<file path="config.mk">
export PLATFORM = sky130hd
export DESIGN_NAME = ilv_timebase
export DESIGN_NICKNAME = d
export VERILOG_FILES = /design/src/rtl/ilv_pkg.sv /design/src/rtl/ilv_sync_filter.sv /design/src/rtl/ilv_period_track.sv /design/src/rtl/ilv_phase_gen.sv /design/src/rtl/ilv_timebase.sv
export SDC_FILE = /design/constraint.sdc
export NUM_CORES = 1
export LEC_CHECK = 0
export BUFFER_PORTS_ARGS = -buffer_cell sky130_fd_sc_hd__buf_2
export CORE_UTILIZATION = 40
export DETAILED_ROUTE_END_ITERATION = 8
export PLACE_DENSITY_LB_ADDON = 0.2
export SKIP_LAST_GASP = 1
export SYNTH_ARGS = -nofsm -noshare
export SYNTH_HDL_FRONTEND = slang
export SYNTH_HIERARCHICAL = 1
export SYNTH_SLANG_ARGS = --single-unit
</file>
<file path="constraint.sdc">
create_clock -name clk -period 7.5 [get_ports clk]
set_input_delay 0.75 -clock clk [delete_from_list [all_inputs] [get_ports clk]]
set_output_delay 0.75 -clock clk [all_outputs]
set_load 0.05 [all_outputs]
</file>
<file path="src/rtl/ilv_pkg.sv">
package ilv_pkg;
  typedef enum logic [1:0] {
    TRK_IDLE = 2'd0,
    TRK_HUNT = 2'd1,
    TRK_LOCK = 2'd2
  } trk_state_e;

  localparam int unsigned ON_FRAC_BITS = 8;
endpackage

</file>
<file path="src/rtl/ilv_sync_filter.sv">
module ilv_sync_filter #(
  parameter int unsigned MIN_PULSE = 13
) (
  input  logic clk,
  input  logic rst_n,
  input  logic sync_in,
  output logic sync_rise
);
  localparam int unsigned FW = (MIN_PULSE > 1) ? $clog2(MIN_PULSE) : 1;

  logic          s1, s2, lvl;
  logic [FW-1:0] run_cnt;

  always_ff @(posedge clk or negedge rst_n) begin
    if (!rst_n) begin
      s1        <= 1'b0;
      s2        <= 1'b0;
      lvl       <= 1'b0;
      run_cnt   <= '0;
      sync_rise <= 1'b0;
    end else begin
      s1        <= sync_in;
      s2        <= s1;
      sync_rise <= 1'b0;
      if (s2 != lvl) begin
        if (run_cnt == FW'(MIN_PULSE - 1)) begin
          lvl       <= s2;
          run_cnt   <= '0;
          sync_rise <= s2;
        end else begin
          run_cnt <= run_cnt + FW'(1);
        end
      end else begin
        run_cnt <= '0;
      end
    end
  end
endmodule

</file>
<file path="src/rtl/ilv_period_track.sv">
module ilv_period_track
  import ilv_pkg::*;
#(
  parameter int unsigned CW      = 12,
  parameter int unsigned PER_MIN = 83,
  parameter int unsigned PER_MAX = 625
) (
  input  logic          clk,
  input  logic          rst_n,
  input  logic          sync_rise,
  output logic          ext_lock,
  output logic [CW-1:0] ext_per
);
  localparam int unsigned IDLE_LIM = PER_MAX + PER_MAX / 2;

  trk_state_e    st;
  logic [CW-1:0] gap, last, diff;
  logic [CW:0]   gap_lim;
  logic [1:0]    agree;
  logic          in_rng, close, missing;

  always_comb begin
    in_rng  = (gap >= CW'(PER_MIN)) && (gap <= CW'(PER_MAX));
    diff    = (gap > last) ? (gap - last) : (last - gap);
    close   = diff <= (last >> 4);
    gap_lim = (agree == 2'd0 && st != TRK_LOCK) ? (CW+1)'(IDLE_LIM)
                                                : ({1'b0, last} + {2'b00, last[CW-1:1]});
    missing = (st != TRK_IDLE) && !sync_rise && ({1'b0, gap} > gap_lim);
  end

  always_ff @(posedge clk or negedge rst_n) begin
    if (!rst_n) begin
      st    <= TRK_IDLE;
      gap   <= '0;
      last  <= '0;
      agree <= 2'd0;
    end else begin
      if (sync_rise)      gap <= CW'(1);
      else if (gap != '1) gap <= gap + CW'(1);

      if (sync_rise) begin
        if (st == TRK_IDLE) begin
          st    <= TRK_HUNT;
          agree <= 2'd0;
        end else if (!in_rng) begin
          st    <= TRK_HUNT;
          agree <= 2'd0;
        end else if (agree == 2'd0 && st != TRK_LOCK) begin
          last  <= gap;
          agree <= 2'd1;
        end else if (close) begin
          last <= gap;
          if (st == TRK_LOCK || agree == 2'd2) st <= TRK_LOCK;
          else agree <= agree + 2'd1;
        end else begin
          last  <= gap;
          agree <= 2'd1;
          st    <= TRK_HUNT;
        end
      end else if (missing) begin
        st    <= TRK_IDLE;
        agree <= 2'd0;
      end
    end
  end

  assign ext_lock = (st == TRK_LOCK);
  assign ext_per  = last;
endmodule

</file>
<file path="src/rtl/ilv_phase_gen.sv">
module ilv_phase_gen
  import ilv_pkg::*;
#(
  parameter int unsigned CW        = 12,
  parameter int unsigned PER_FLOOR = 4,
  parameter int unsigned ON_NUM    = 217
) (
  input  logic          clk,
  input  logic          rst_n,
  input  logic [CW-1:0] dflt_period,
  input  logic [CW-1:0] ext_per,
  input  logic          ext_lock,
  input  logic          sync_rise,
  output logic          ch1_start,
  output logic          ch2_start,
  output logic          clk_quad,
  output logic          ch1_on_ok,
  output logic          ch2_on_ok
);
  localparam int unsigned NPH = 2;
  localparam int unsigned PW  = CW + ON_FRAC_BITS;

  logic [CW-1:0] ph, per_cur, sel_raw, sel, half, qtr, lim;
  logic [PW-1:0] prod;
  logic          run, realign, wrap;
  logic [CW-1:0] offs  [NPH];
  logic [NPH-1:0] start_v, on_v;

  always_comb begin
    sel_raw = ext_lock ? ext_per : dflt_period;
    sel     = (sel_raw < CW'(PER_FLOOR)) ? CW'(PER_FLOOR) : sel_raw;
    realign = ext_lock && sync_rise;
    wrap    = realign || (({1'b0, ph} + (CW+1)'(1)) >= {1'b0, per_cur});
    run     = (per_cur != '0);
    half    = per_cur >> 1;
    qtr     = per_cur >> 2;
    prod    = {{ON_FRAC_BITS{1'b0}}, per_cur} * PW'(ON_NUM);
    lim     = prod[PW-1:ON_FRAC_BITS];
  end

  always_ff @(posedge clk or negedge rst_n) begin
    if (!rst_n) begin
      ph      <= '0;
      per_cur <= '0;
    end else if (wrap) begin
      ph      <= '0;
      per_cur <= sel;
    end else begin
      ph <= ph + CW'(1);
    end
  end

  assign offs[0] = '0;
  assign offs[1] = half;

  for (genvar g = 0; g < NPH; g++) begin : g_phase
    logic [CW-1:0] rel;
    always_comb begin
      rel = (ph >= offs[g]) ? (ph - offs[g]) : (ph + (per_cur - offs[g]));
    end
    assign start_v[g] = run && (ph == offs[g]);
    assign on_v[g]    = run && (rel < lim);
  end

  assign ch1_start = start_v[0];
  assign ch2_start = start_v[1];
  assign ch1_on_ok = on_v[0];
  assign ch2_on_ok = on_v[1];
  assign clk_quad  = run && (ph >= qtr) && ({1'b0, ph} < ({1'b0, qtr} + {1'b0, half}));
endmodule

</file>
<file path="src/rtl/ilv_timebase.sv">
module ilv_timebase
  import ilv_pkg::*;
#(
  parameter int unsigned CW        = 12,
  parameter int unsigned MIN_PULSE = 13,
  parameter int unsigned PER_MIN   = 83,
  parameter int unsigned PER_MAX   = 625,
  parameter int unsigned PER_FLOOR = 4,
  parameter int unsigned ON_NUM    = 217
) (
  input  logic          clk,
  input  logic          rst_n,
  input  logic [CW-1:0] dflt_period,
  input  logic          sync_in,
  output logic          ch1_start,
  output logic          ch2_start,
  output logic          clk_quad,
  output logic          ch1_on_ok,
  output logic          ch2_on_ok,
  output logic          ext_lock
);
  logic          sync_rise;
  logic [CW-1:0] ext_per;

  ilv_sync_filter #(.MIN_PULSE(MIN_PULSE)) u_filt (
    .clk(clk), .rst_n(rst_n), .sync_in(sync_in), .sync_rise(sync_rise)
  );

  ilv_period_track #(.CW(CW), .PER_MIN(PER_MIN), .PER_MAX(PER_MAX)) u_trk (
    .clk(clk), .rst_n(rst_n), .sync_rise(sync_rise),
    .ext_lock(ext_lock), .ext_per(ext_per)
  );

  ilv_phase_gen #(.CW(CW), .PER_FLOOR(PER_FLOOR), .ON_NUM(ON_NUM)) u_ph (
    .clk(clk), .rst_n(rst_n), .dflt_period(dflt_period), .ext_per(ext_per),
    .ext_lock(ext_lock), .sync_rise(sync_rise),
    .ch1_start(ch1_start), .ch2_start(ch2_start), .clk_quad(clk_quad),
    .ch1_on_ok(ch1_on_ok), .ch2_on_ok(ch2_on_ok)
  );
endmodule

</file>
### Yosys cells after proc, flatten, opt, wreduce, memory -nomap -nowiden

Cells that the tools add are included.

* output and inout port bits: 6
* logic and storage cells: 100
* bits of input ports: 15
* flip-flop bits (word level): 60

* reductions and logical operators: 25
* bitwise operators: 1
* mux-type cells: 26
* magnitude comparators: 13
* multipliers: 1
* $add $sub $neg: 13
* equality and inequality tests: 10

Operator list (count)
* two-way mux 12 bit: 8
* two-way mux 2 bit: 13
* adder 12 x 1 -> 12 bit, second input constant: 2
* adder 12 bit: 2
* < comparator 12 bit: 2
* subtractor 12 x 11 -> 12 bit: 2
* subtractor 12 bit: 2
* multiplier 12 x 8 -> 20 bit, second input constant: 1
* adder 12 x 1 -> 13 bit, second input constant: 1
* adder 12 x 11 -> 13 bit: 1
* greater-or-equal comparator 13 x 12 -> 1 bit: 1
* greater-than comparator 12 x 13 -> 1 bit: 1
* < comparator 12 x 13 -> 1 bit: 1
* two-way mux 13 bit: 1
* adder 10 x 11 -> 12 bit: 1
* == test 12 x 11 -> 1 bit: 1
* greater-or-equal comparator 12 x 1 -> 1 bit, second input constant: 1
* greater-or-equal comparator 12 x 10 -> 1 bit: 1
* greater-or-equal comparator 12 x 11 -> 1 bit: 1
* greater-or-equal comparator 12 x 7 -> 1 bit, second input constant: 1
* greater-than comparator 12 bit: 1
* <= comparator 12 x 10 -> 1 bit, second input constant: 1
* <= comparator 12 x 8 -> 1 bit: 1
* logical NOT 12 bit: 1
* 22 further kinds: 41

### Depth between registers and ports, before layout

Gate-level depths: netlist of run 1.

* word-level depth: 8
* mapped depth: 27

### Hierarchy

The synthesis of run 1 kept the hierarchy.

Modules (own cells, without submodules)
* ilv_phase_gen: instances 1, cells an instance 635, area an instance 5741.8 um2
* ilv_period_track: instances 1, cells an instance 472, area an instance 3801.1 um2
* ilv_sync_filter: instances 1, cells an instance 26, area an instance 322.8 um2

### Worst setup path before layout of run 1

No wires, ideal clock.

* kind: register to output
* from: register u_ph.per_cur[2]
* to: output port ch1_on_ok
* stages on the path, launching flop included: 27
* buffers on the path: 0
* setup slack: 0.635 ns
* arrival time: 6.115 ns
* path through: dfrtp_1 -> inv_1 -> ha_1 -> xor2_1 -> ha_1 -> a21o_1 -> fa_1 -> inv_1 -> fa_1 -> inv_1 -> ha_1 -> o21ai_0 -> or3_1 -> nor2_2 -> nor2_1 -> xor2_1 -> ha_1 -> a21o_1 -> a21oi_1 -> o21a_1 -> a31oi_1 -> a22oi_1 -> nand3b_1 -> maj3_2 -> maj3_2 -> maj3_2 -> nor2_2

* cells in the longest elaborated chain, start to end: 4
* elaborated cells between the ends (all ways): 6

Ends and longest elaborated chain
* start: declaration: RTL line ilv_phase_gen.sv:23 `logic [CW-1:0] ph, per_cur, sel_raw, sel, half, qtr, lim;`
* start signal: assignment: RTL line ilv_phase_gen.sv:47 `per_cur <= sel;`
* parallel branches: the longest is 3 deep, another holds multiplier 12 x 8 -> 20 bit
* logical AND 1 bit *: RTL line ilv_phase_gen.sv:62 `assign on_v[g] = run && (rel < lim);`
* end: declaration: RTL line ilv_timebase.sv:18 `output logic ch1_on_ok,`

Every way passes the cells marked *.

### Worst setup path in the final report of run 1

* from: register u_ph.per_cur[1]
* to: output port ch1_on_ok

The elaborated chain is that of the path after synthesis.

==> results of run 1 <==
[flip-flops by register name, indices dropped and copies added (netlist names)]
signal,count
u_ph/per_cur,12
u_ph/ph,12
u_trk/ext_per,12
u_trk/gap,12
u_filt/run_cnt,4
u_trk/agree,2
u_trk/st,2
u_filt/lvl,1
u_filt/s1,1
u_filt/s2,1
u_filt/sync_rise,1
[cell usage after synthesis (10+ instances only)]
master    instances
xor2_1           27
nor2_1           70
o21ai_0          42
nand2_1          57
fa_1             42
nor2b_1          17
a21o_1           40
nand2b_1         13
xnor2_1          57
mux2i_1          27
a211oi_1         11
dfrtp_1          60
o21a_1           11
nand4_1          25
inv_1           121
clkbuf_1         10
and2_1           18
nand3_1          35
nor3_1           27
a21oi_1          68
ha_1            194
[repair_timing]
action | CTS | global route
pin swaps | 0 | 5
gates cloned | 0 | 0
gates resized for setup | 3 | 19
endpoints found under the hold margin | 0 | 0
setup endpoints to repair | 1 | 2
setup buffers | 0 | 18
[layer usage]
metal  vias to the layer above  wire length (µm)
met3                        33               568
li1                       4097                 -
met2                       120             13300
met4                         0               529
met5                         -                 0
met1                      4014             12700
[power by group through the flow]
stage	Sequential [mW]	Combinational (mW)	Clock (mW)
6_report	0.378	0.530	0.459
5_1_grt	0.381	0.593	0.478
4_1_cts	0.377	0.523	0.464
3_5_place_dp	0.383	0.519	0
3_3_place_gp	0.383	0.517	0
2_1_floorplan	0.361	0.427	0
[worst max path at each step]
stage                         start  depth (start not counted)   endpoint  slack, ns
floorplan           u_ph/per_cur[2]                         26  ch1_on_ok       0.64
global placement    u_ph/per_cur[4]                         25  ch1_on_ok       0.44
detailed placement  u_ph/per_cur[5]                         24  ch1_on_ok       0.33
CTS                 u_ph/per_cur[2]                         27  ch1_on_ok      0.004
global route        u_ph/per_cur[1]                         28  ch1_on_ok      -0.08
finish              u_ph/per_cur[1]                         24  ch1_on_ok       0.25
[critical path: cells and delay by family (launching register included)]
| family | cells | cell delay [ns] |
|---|---|---|
| simple gates | 7 | 1.08 |
| xor+xnor | 2 | 0.40 |
| flops | 1 | 0.45 |
| buf+inv | 3 | 0.26 |
| fa+ha+maj | 9 | 3.36 |
| compound gates | 3 | 0.61 |
[per-stage QoR]
stage               setup WS, ns  hold slack, ns  util [%]  instance area (µm²)  TNS [ns]
global placement           0.439           0.334      42.6                10300         0
global route             -0.0753           0.360      44.7                10800   -0.0753
floorplan                  0.635           0.331         -                 9870         0
CTS                      0.00413           0.349      44.0                10700         0
finish                     0.248           0.346      44.7                10800         0
detailed placement         0.334           0.336      42.6                10300         0
[cells by family after synthesis]
group,after synthesis,share of synthesized area [%]
multiplexers,33,3.42
AO/OA/AOI/OAI,258,18.3
AND/OR/NAND/NOR,309,16.0
flip-flops,60,15.2
XOR/XNOR,84,7.46
adder cells (fa/ha/maj),240,33.6
buffers and inverters,149,6.05
[layout make-up]
class | count | area [µm²]
Clock buffer | 10 | 239
Clock inverter | 6 | 87.6
Fill cell | 2481 | 13400
Inverter | 124 | 469
Multi-Input combinational cell | 924 | 7800
Sequential cell | 60 | 1510
Tap cell | 324 | 405
Timing Repair Buffer | 50 | 332
==> impl.org, run 1 <==
** Outcome
- Status :: finished clean

** Clock tree
- H-Tree Level Count :: 3
- Skew-Pair Late Insertion Delay :: 0.33 ns
- After clock tree synthesis, the clock-pin slew on the worst setup and hold paths is 0.06 ns.
- Clock tree from TritonCTS :: built
- The number of clock buffers added by TritonCTS is 9.
- For this design, the sink count on the clock tree is 60.
- Hold buffers post-CTS :: 0
- The clock passes through at most 2 buffers.
- In this run the clock root is driven by a clkbuf_16.

** STA
- Fin. max-slew vios :: 0
- For the final database, setup skew stands at 0.00528 ns.
- Max Freq :: 138 MHz
- The worst pin sits at a relative slew slack of 39.0%.
- The number of hold violations in the final report is 0.
- Final period utilization :: 96.7%
- Setup violations remaining at the end of the flow were counted as 0.
- Slew at the pin closest to its max-slew limit :: 0.913 ns
- Tmin final :: 7.25 ns

** Routing
- After detailed routing, the average wire length per cell comes to 18.1 µm.
- The first detailed-routing pass ran for 7 iterations.
- Detailed-route DRC error count :: 0
- Vias per cell :: 5.52
- The routed layout has 8264 vias.
- Routed Antenna Nets :: 0
- The routed design has 27.1 mm of wire.
- Number of DRC markers in iteration 0 :: 389

** Synth
- After synthesis the netlist holds a flip-flop and latch count of 60.
- The number of nets in the synthesized netlist is 1384.
- The synthesized netlist contains 83 unique library cells.
- Cell area after technology mapping :: 0.00987 mm²
- After technology mapping, the gate count stands at 1133.
- The share of synthesized area in the top cell type comes to 24.6%.
- The synthesized design contains 0 enable-type register cells.
- In the synthesized netlist the async set-or-reset flop fraction comes to 100%.
- For this run, the leading register cell type out of synthesis is dfrtp_1.
- For this run, the register share of the synthesized area comes to 15.2%.
- The average instance in the mapped netlist occupies 8.71 µm².
- Of all cell types, the one taking the most synthesized area is ha_1.
- Biggest area contributors in the synthesized netlist :: ha_1 (25%), dfrtp_1 (15%), fa_1 (8.5%)
- Yosys printed 6 warnings.

** Finish
- Area growth from synthesis to layout :: 9.90%
- NumNets Final :: 1420
- Of the cells placed in the final design, the portion with a size suffix greater than 1 is 10.9%.
- Final instance count without filler cells :: 1498
- The library cells used most frequently in the layout, excluding fill and tap cells, are ha_1 (192), inv_1 (119), nor2_1 (69), a21oi_1 (67).
- Inserted Diodes :: 0
- Most common library cell in the layout ignoring fill and taps :: ha_1

** Global routing
- The number of global-route vias before repair was 8210.
- Global-route met1 utilization :: 28.8%
- GRT Max-Usage Layer :: met2
- Met3 layer usage reported by global route :: 2.19%
- Global routing consumed, on the met2 layer, 37.7% of the routing resources.
- Antenna violations before repair :: 0
- For this run the aggregate overflow at the end of global routing stands at 0.
- Wire length of the first global-routing pass :: 44.0 mm
- Entering global routing, the biggest net connects 61 pins.
- Total global-route track usage :: 21.7%

** Setup path
- Cell at the slowest stage of the critical path :: fa_1
- Maximum fanout count along the critical path :: 7
- The critical path is of the flop to primary output type.
- Crit path DAT :: 6.50 ns
- The number of cells on the worst reg-to-reg path is 19.
- Crit start category :: flop
- The cell that appears most often on the critical path is ha_1.
- Walking the worst path, the cells encountered are ha_1, xor2_1, ha_1, fa_1, inv_1, fa_1, inv_1, ha_1, nor4_2, or3_4, nor2_4, a41oi_2, nand2_1, a21oi_1, xor2_1, ha_1, and3_1, a22oi_1, nand3b_1, maj3_2, maj3_2, maj3_2, nor2_2, buf_6.
- STA classifies the critical path endpoint as a primary output.
- At the worst endpoint, the required time is 6.75 ns.
- Setup slack on the worst reg-to-reg path comes out at 2.51 ns.
- The worst register-to-register path begins at u_trk/ext_per[8].
- In this run the critical register-to-register path is captured at u_trk/st[0].
- Critical Path Max Stage Delay :: 0.55 ns

** Place
- In this run the tool buffered the top-level ports with 20 buffer cells.
- Weighted congestion at the end of routability-driven global placement :: 0.871
- Once detailed placement completed, the half-perimeter wirelength came to 21.8 mm.
- In this run, placement finished with an instance count of 1464.

** Worst hold path
- Startpoint of the worst hold path :: u_filt/s1
- Hold Path Cell Cnt :: 0
- Class of the tightest hold or removal check :: flop to flop
- The path with the worst hold slack has its endpoint at u_filt/s2.

** Floorplan
- Standard cell core area :: 0.0242 mm²
- For this configuration, the core starts out at a cell density of 40.7%.
- In this run the core area contains 57 standard-cell rows.
- In this run the vertical extent of the chip is 159 µm.
- The die is 159 µm wide.
- Number of top-level design ports :: 21
- The die covers 0.0253 mm².

** Pwr
- P_int :: 0.861 mW
- Clock network fraction of total power :: 33.6%
- In this run, the combinational gates consume 38.8% of the power.
- For this design the total switching power over the nets is 0.506 mW.
- Net switching is 37.0% of the power.
- Power spread over the standard cell area amounts to 126 mW/mm².
- Leakage :: 5.31 nW
- Sequential fraction of design power :: 27.6%
- The completed layout was analyzed and its total power is 1.37 mW.
- IR analysis of the VDD net gives a maximum drop of 120 µV.

** Job
- Max-cap violations :: 0
(Power assumes the default switching activity.)
==> run 2: changes to the inputs <==
--- a/config.mk
+++ b/config.mk
@@ -6,7 +6,7 @@
 export NUM_CORES = 1
 export LEC_CHECK = 0
 export BUFFER_PORTS_ARGS = -buffer_cell sky130_fd_sc_hd__buf_2
-export CORE_UTILIZATION = 40
+export CORE_UTILIZATION = 55
 export DETAILED_ROUTE_END_ITERATION = 8
 export PLACE_DENSITY_LB_ADDON = 0.2
 export SKIP_LAST_GASP = 1
==> constraint.sdc (replaced) <==
create_clock -name clk -period 7.3 [get_ports clk]
set_input_delay 0.73 -clock clk [delete_from_list [all_inputs] [get_ports clk]]
set_output_delay 0.73 -clock clk [all_outputs]
set_load 0.05 [all_outputs]
==> impl.org, run 2 (synthesis gave the netlist of run 1 again) <==
** Outcome
- The flow ran to the end, and the final reports show no timing, DRC or antenna violations.

** Pwr
- The peak supply drop was 123 µV (+2.5%).
- The leakage power figure was 5.33 nW (+0.32%).
- P per Cell Area :: 123 mW/mm² (-2.5%)

** Clock tree
- The total CTS buffers was 9 (unchanged).
- H-Tree Level Count :: 3 (unchanged)
- Clk buf depth :: 2 (unchanged)
- Skew-Pair Late Insertion Delay :: 0.33 ns (about the same)
- Cell at the root of the clock tree :: clkbuf_16
- The clock edge transition at the registers on the reported setup and hold paths is 0.05 ns (about the same).
- Hold buffers post-CTS :: 0 (unchanged)
- Clock Sinks :: 60 (unchanged)
- Clock tree from TritonCTS :: built

** Setup path
- The setup path with the least slack is of type flop to primary output.
- Endpoint type of the worst setup path :: primary output
- The arrival time of the worst setup path was 6.43 ns (-0.07 ns).
- Crit Reg-Reg Endpoint :: u_trk/st[0]
- The worst setup path is launched from a flop.
- The reg2reg setup slack is 2.37 ns (-0.14 ns).
- Required time at the endpoint of the critical path :: 6.57 ns (-0.18 ns)
- The biggest fanout along the worst timing path is 6 (-1).
- In this run the critical register-to-register path is launched from u_trk/ext_per[8].
- The worst-case reg-to-reg path depth came to 19 (unchanged).

** Global routing
- Global-route met1 utilization :: 34.0% (+5.3 points)
- Number of global-route vias before repair :: 8157 (-0.65%)
- The maximum number of pins on one net before global-route repair is 61 (unchanged).
- Antenna violations before repair :: 0 (unchanged)
- The overall routing resource usage was 28.7% (+7.0 points).
- The routing usage on met3 came to 2.54% (+0.35 points).
- GR Util met2 :: 53.6% (+16 points)
- GRT Max-Usage Layer :: met2
- Wire length of the first global-routing pass :: 40.9 mm (-7.1%)
- Total grt overflow :: 0 (unchanged)

** Finish
- Fill cell total of the finished layout :: 1554 (-37%)
- Final cell utilization of the core :: 62.1% (+17 points)
- Most common library cell in the layout ignoring fill and taps :: ha_1
- Inserted Diodes :: 0 (unchanged)
- NumNets Final :: 1424 (+0.28%)
- From synthesis to final layout, the design area changed by 9.69%.
- The share of layout cells above drive strength 1 was 11.7% (+0.81 points).
- Leaving out fill and tap cells, the most frequent cells in the layout are ha_1 (184), inv_1 (119), nor2_1 (69), a21oi_1 (67).

** Floorplan
- Die Outline Area :: 0.0185 mm² (-27%)
- Die width :: 136 µm (-15%)
- Vertical extent of the die :: 136 µm (-15%)
- Number of top-level design ports :: 21 (unchanged)
- The count of standard-cell rows is 48 (-16%).
- Starting utilization of the core area :: 56.6% (+16 points)
- The core area was 0.0174 mm² (-28%).

** STA
- The final-report setup violation count is 0 (unchanged).
- The slew at the pin with the worst max-slew slack is 0.933 ns (+0.0194 ns).
- Post-layout worst setup margin :: 0.141 ns (-0.107 ns)
- The worst max-slew margin expressed relative to the limit was 36.2% (-2.8 points).
- Worst clock skew :: 0.00489 ns (-0.000383 ns)
- Final period utilization :: 98.1%
- Max Freq :: 140 MHz
- Hold violation total from the final report :: 0 (unchanged)
- Fin. max-slew vios :: 0 (unchanged)
- The clock period could shrink to 7.16 ns.

** Routing
- The total number of vias was 8348 (+1.0%).
- The via-per-instance ratio is 5.95 (+7.9%).
- The count of antenna-violating nets left after detailed routing came to 0 (unchanged).
- Number of optimization iterations in the first detailed-route pass :: 5 (-2)
- The final wirelength came to 25.9 mm (-4.7%).
- Avg WL per Cell :: 18.4 µm (+1.7%)
- The starting DRC count in detailed routing was 390 (+0.26%).
- The DRC violations left is 0 (unchanged).

** Worst hold path
- Hold Path Cell Cnt :: 0 (unchanged)
- Startpoint of the worst hold path :: u_filt/s1
- The worst hold path belongs to the class flop to flop.
- The path with the worst hold slack has its endpoint at u_filt/s2.

** Job
- Max-cap violations :: 0 (unchanged)

** Place
- Post-placement setup slack :: 0.163 ns (-0.170 ns)
- Dpl hpwl :: 20.8 mm (-4.6%)
- The routability congestion estimate from global placement is 0.894 (+2.7%).
- Port bufs :: 20 (unchanged)
-- run 2: changes by cell type in the layout (fill, tap and decap cells not counted), moves of 3 or more --
| cell | change |
|---|---|
| dfrtp_2 | -3 |
| ha_4 | +8 |
| buf_4 | +4 |
| ha_1 | -8 |
| clkinvlp_4 | -4 |
| dfrtp_1 | +3 |
-- run 2: through the flow --
stage	cells	TNS [ns]	power (mW)	cell area (µm²)	hold WS (ns)
floorplan	1133	0	0.810	9870	0.331
global placement	1372	0	0.920	10300	0.332
detailed placement	1372	0	0.923	10300	0.335
CTS	1388	0	1.33	10500	0.346
global route	1403	-0.111	1.40	10800	0.351
finish	1403	0	1.33	10800	0.344
-- run 2: cell type report --
type	instances	area [µm²]	share of cell area [%]
clock buffer	12	256	2.37
multi-input combinational	924	7930	73.2
clock inverter	4	23.8	0.220
tap	225	282	2.60
sequential	60	1510	13.9
timing repair buffer	54	362	3.34
inverter	124	465	4.30
-- run 2: worst max-delay path by stage --
| stage | start | endpoint | cells after the start |
|---|---|---|---|
| after floorplan | u_ph/per_cur[2] | ch1_on_ok | 26 |
| after global placement | u_ph/per_cur[3] | ch1_on_ok | 25 |
| after detailed placement | u_ph/per_cur[1] | ch1_on_ok | 28 |
| after CTS | u_ph/per_cur[3] | ch1_on_ok | 25 |
| after global routing | u_ph/per_cur[4] | ch1_on_ok | 25 |
| final | u_ph/per_cur[4] | ch1_on_ok | 25 |
-- run 2: timing repair --
action / in CTS / in global routing
pin swaps: 0 / 10
setup buffers: 0 / 15
endpoints found under the setup margin: 1 / 2
resized for setup: 6 / 26
hold endpoints to repair: 0 / 0
-- run 2: report_power, final --
group | switching, mW | total (mW) | internal (mW)
Combinational | 0.315 | 0.545 | 0.230
Clock | 0.149 | 0.396 | 0.247
Sequential | 0.0409 | 0.388 | 0.347
-- run 2: metal layers --
metal / vias to the layer above / routed length [µm]
li1: 4106 / -
met1: 4002 / 11100
met2: 191 / 13300
met3: 49 / 736
met4: 0 / 688
met5: - / 0
-- run 2: worst max-delay path: stages, from the launching register on --
cell and delay [ns]:
dfrtp_1 0.41, buf_4 0.18, inv_1 0.08, ha_2 0.32, ha_1 0.34, fa_1 0.53, inv_1 0.05, fa_1 0.53
inv_1 0.07, ha_4 0.26, nor4_2 0.30, or3_4 0.20, nor2_4 0.05, a41oi_4 0.25, nand2_1 0.12, a21oi_1 0.20
xor2_1 0.21, ha_1 0.28, and3_1 0.20, a22oi_1 0.19, nand3b_1 0.13, maj3_2 0.31, maj3_2 0.29, maj3_2 0.31
nor2_2 0.09, buf_6 0.16
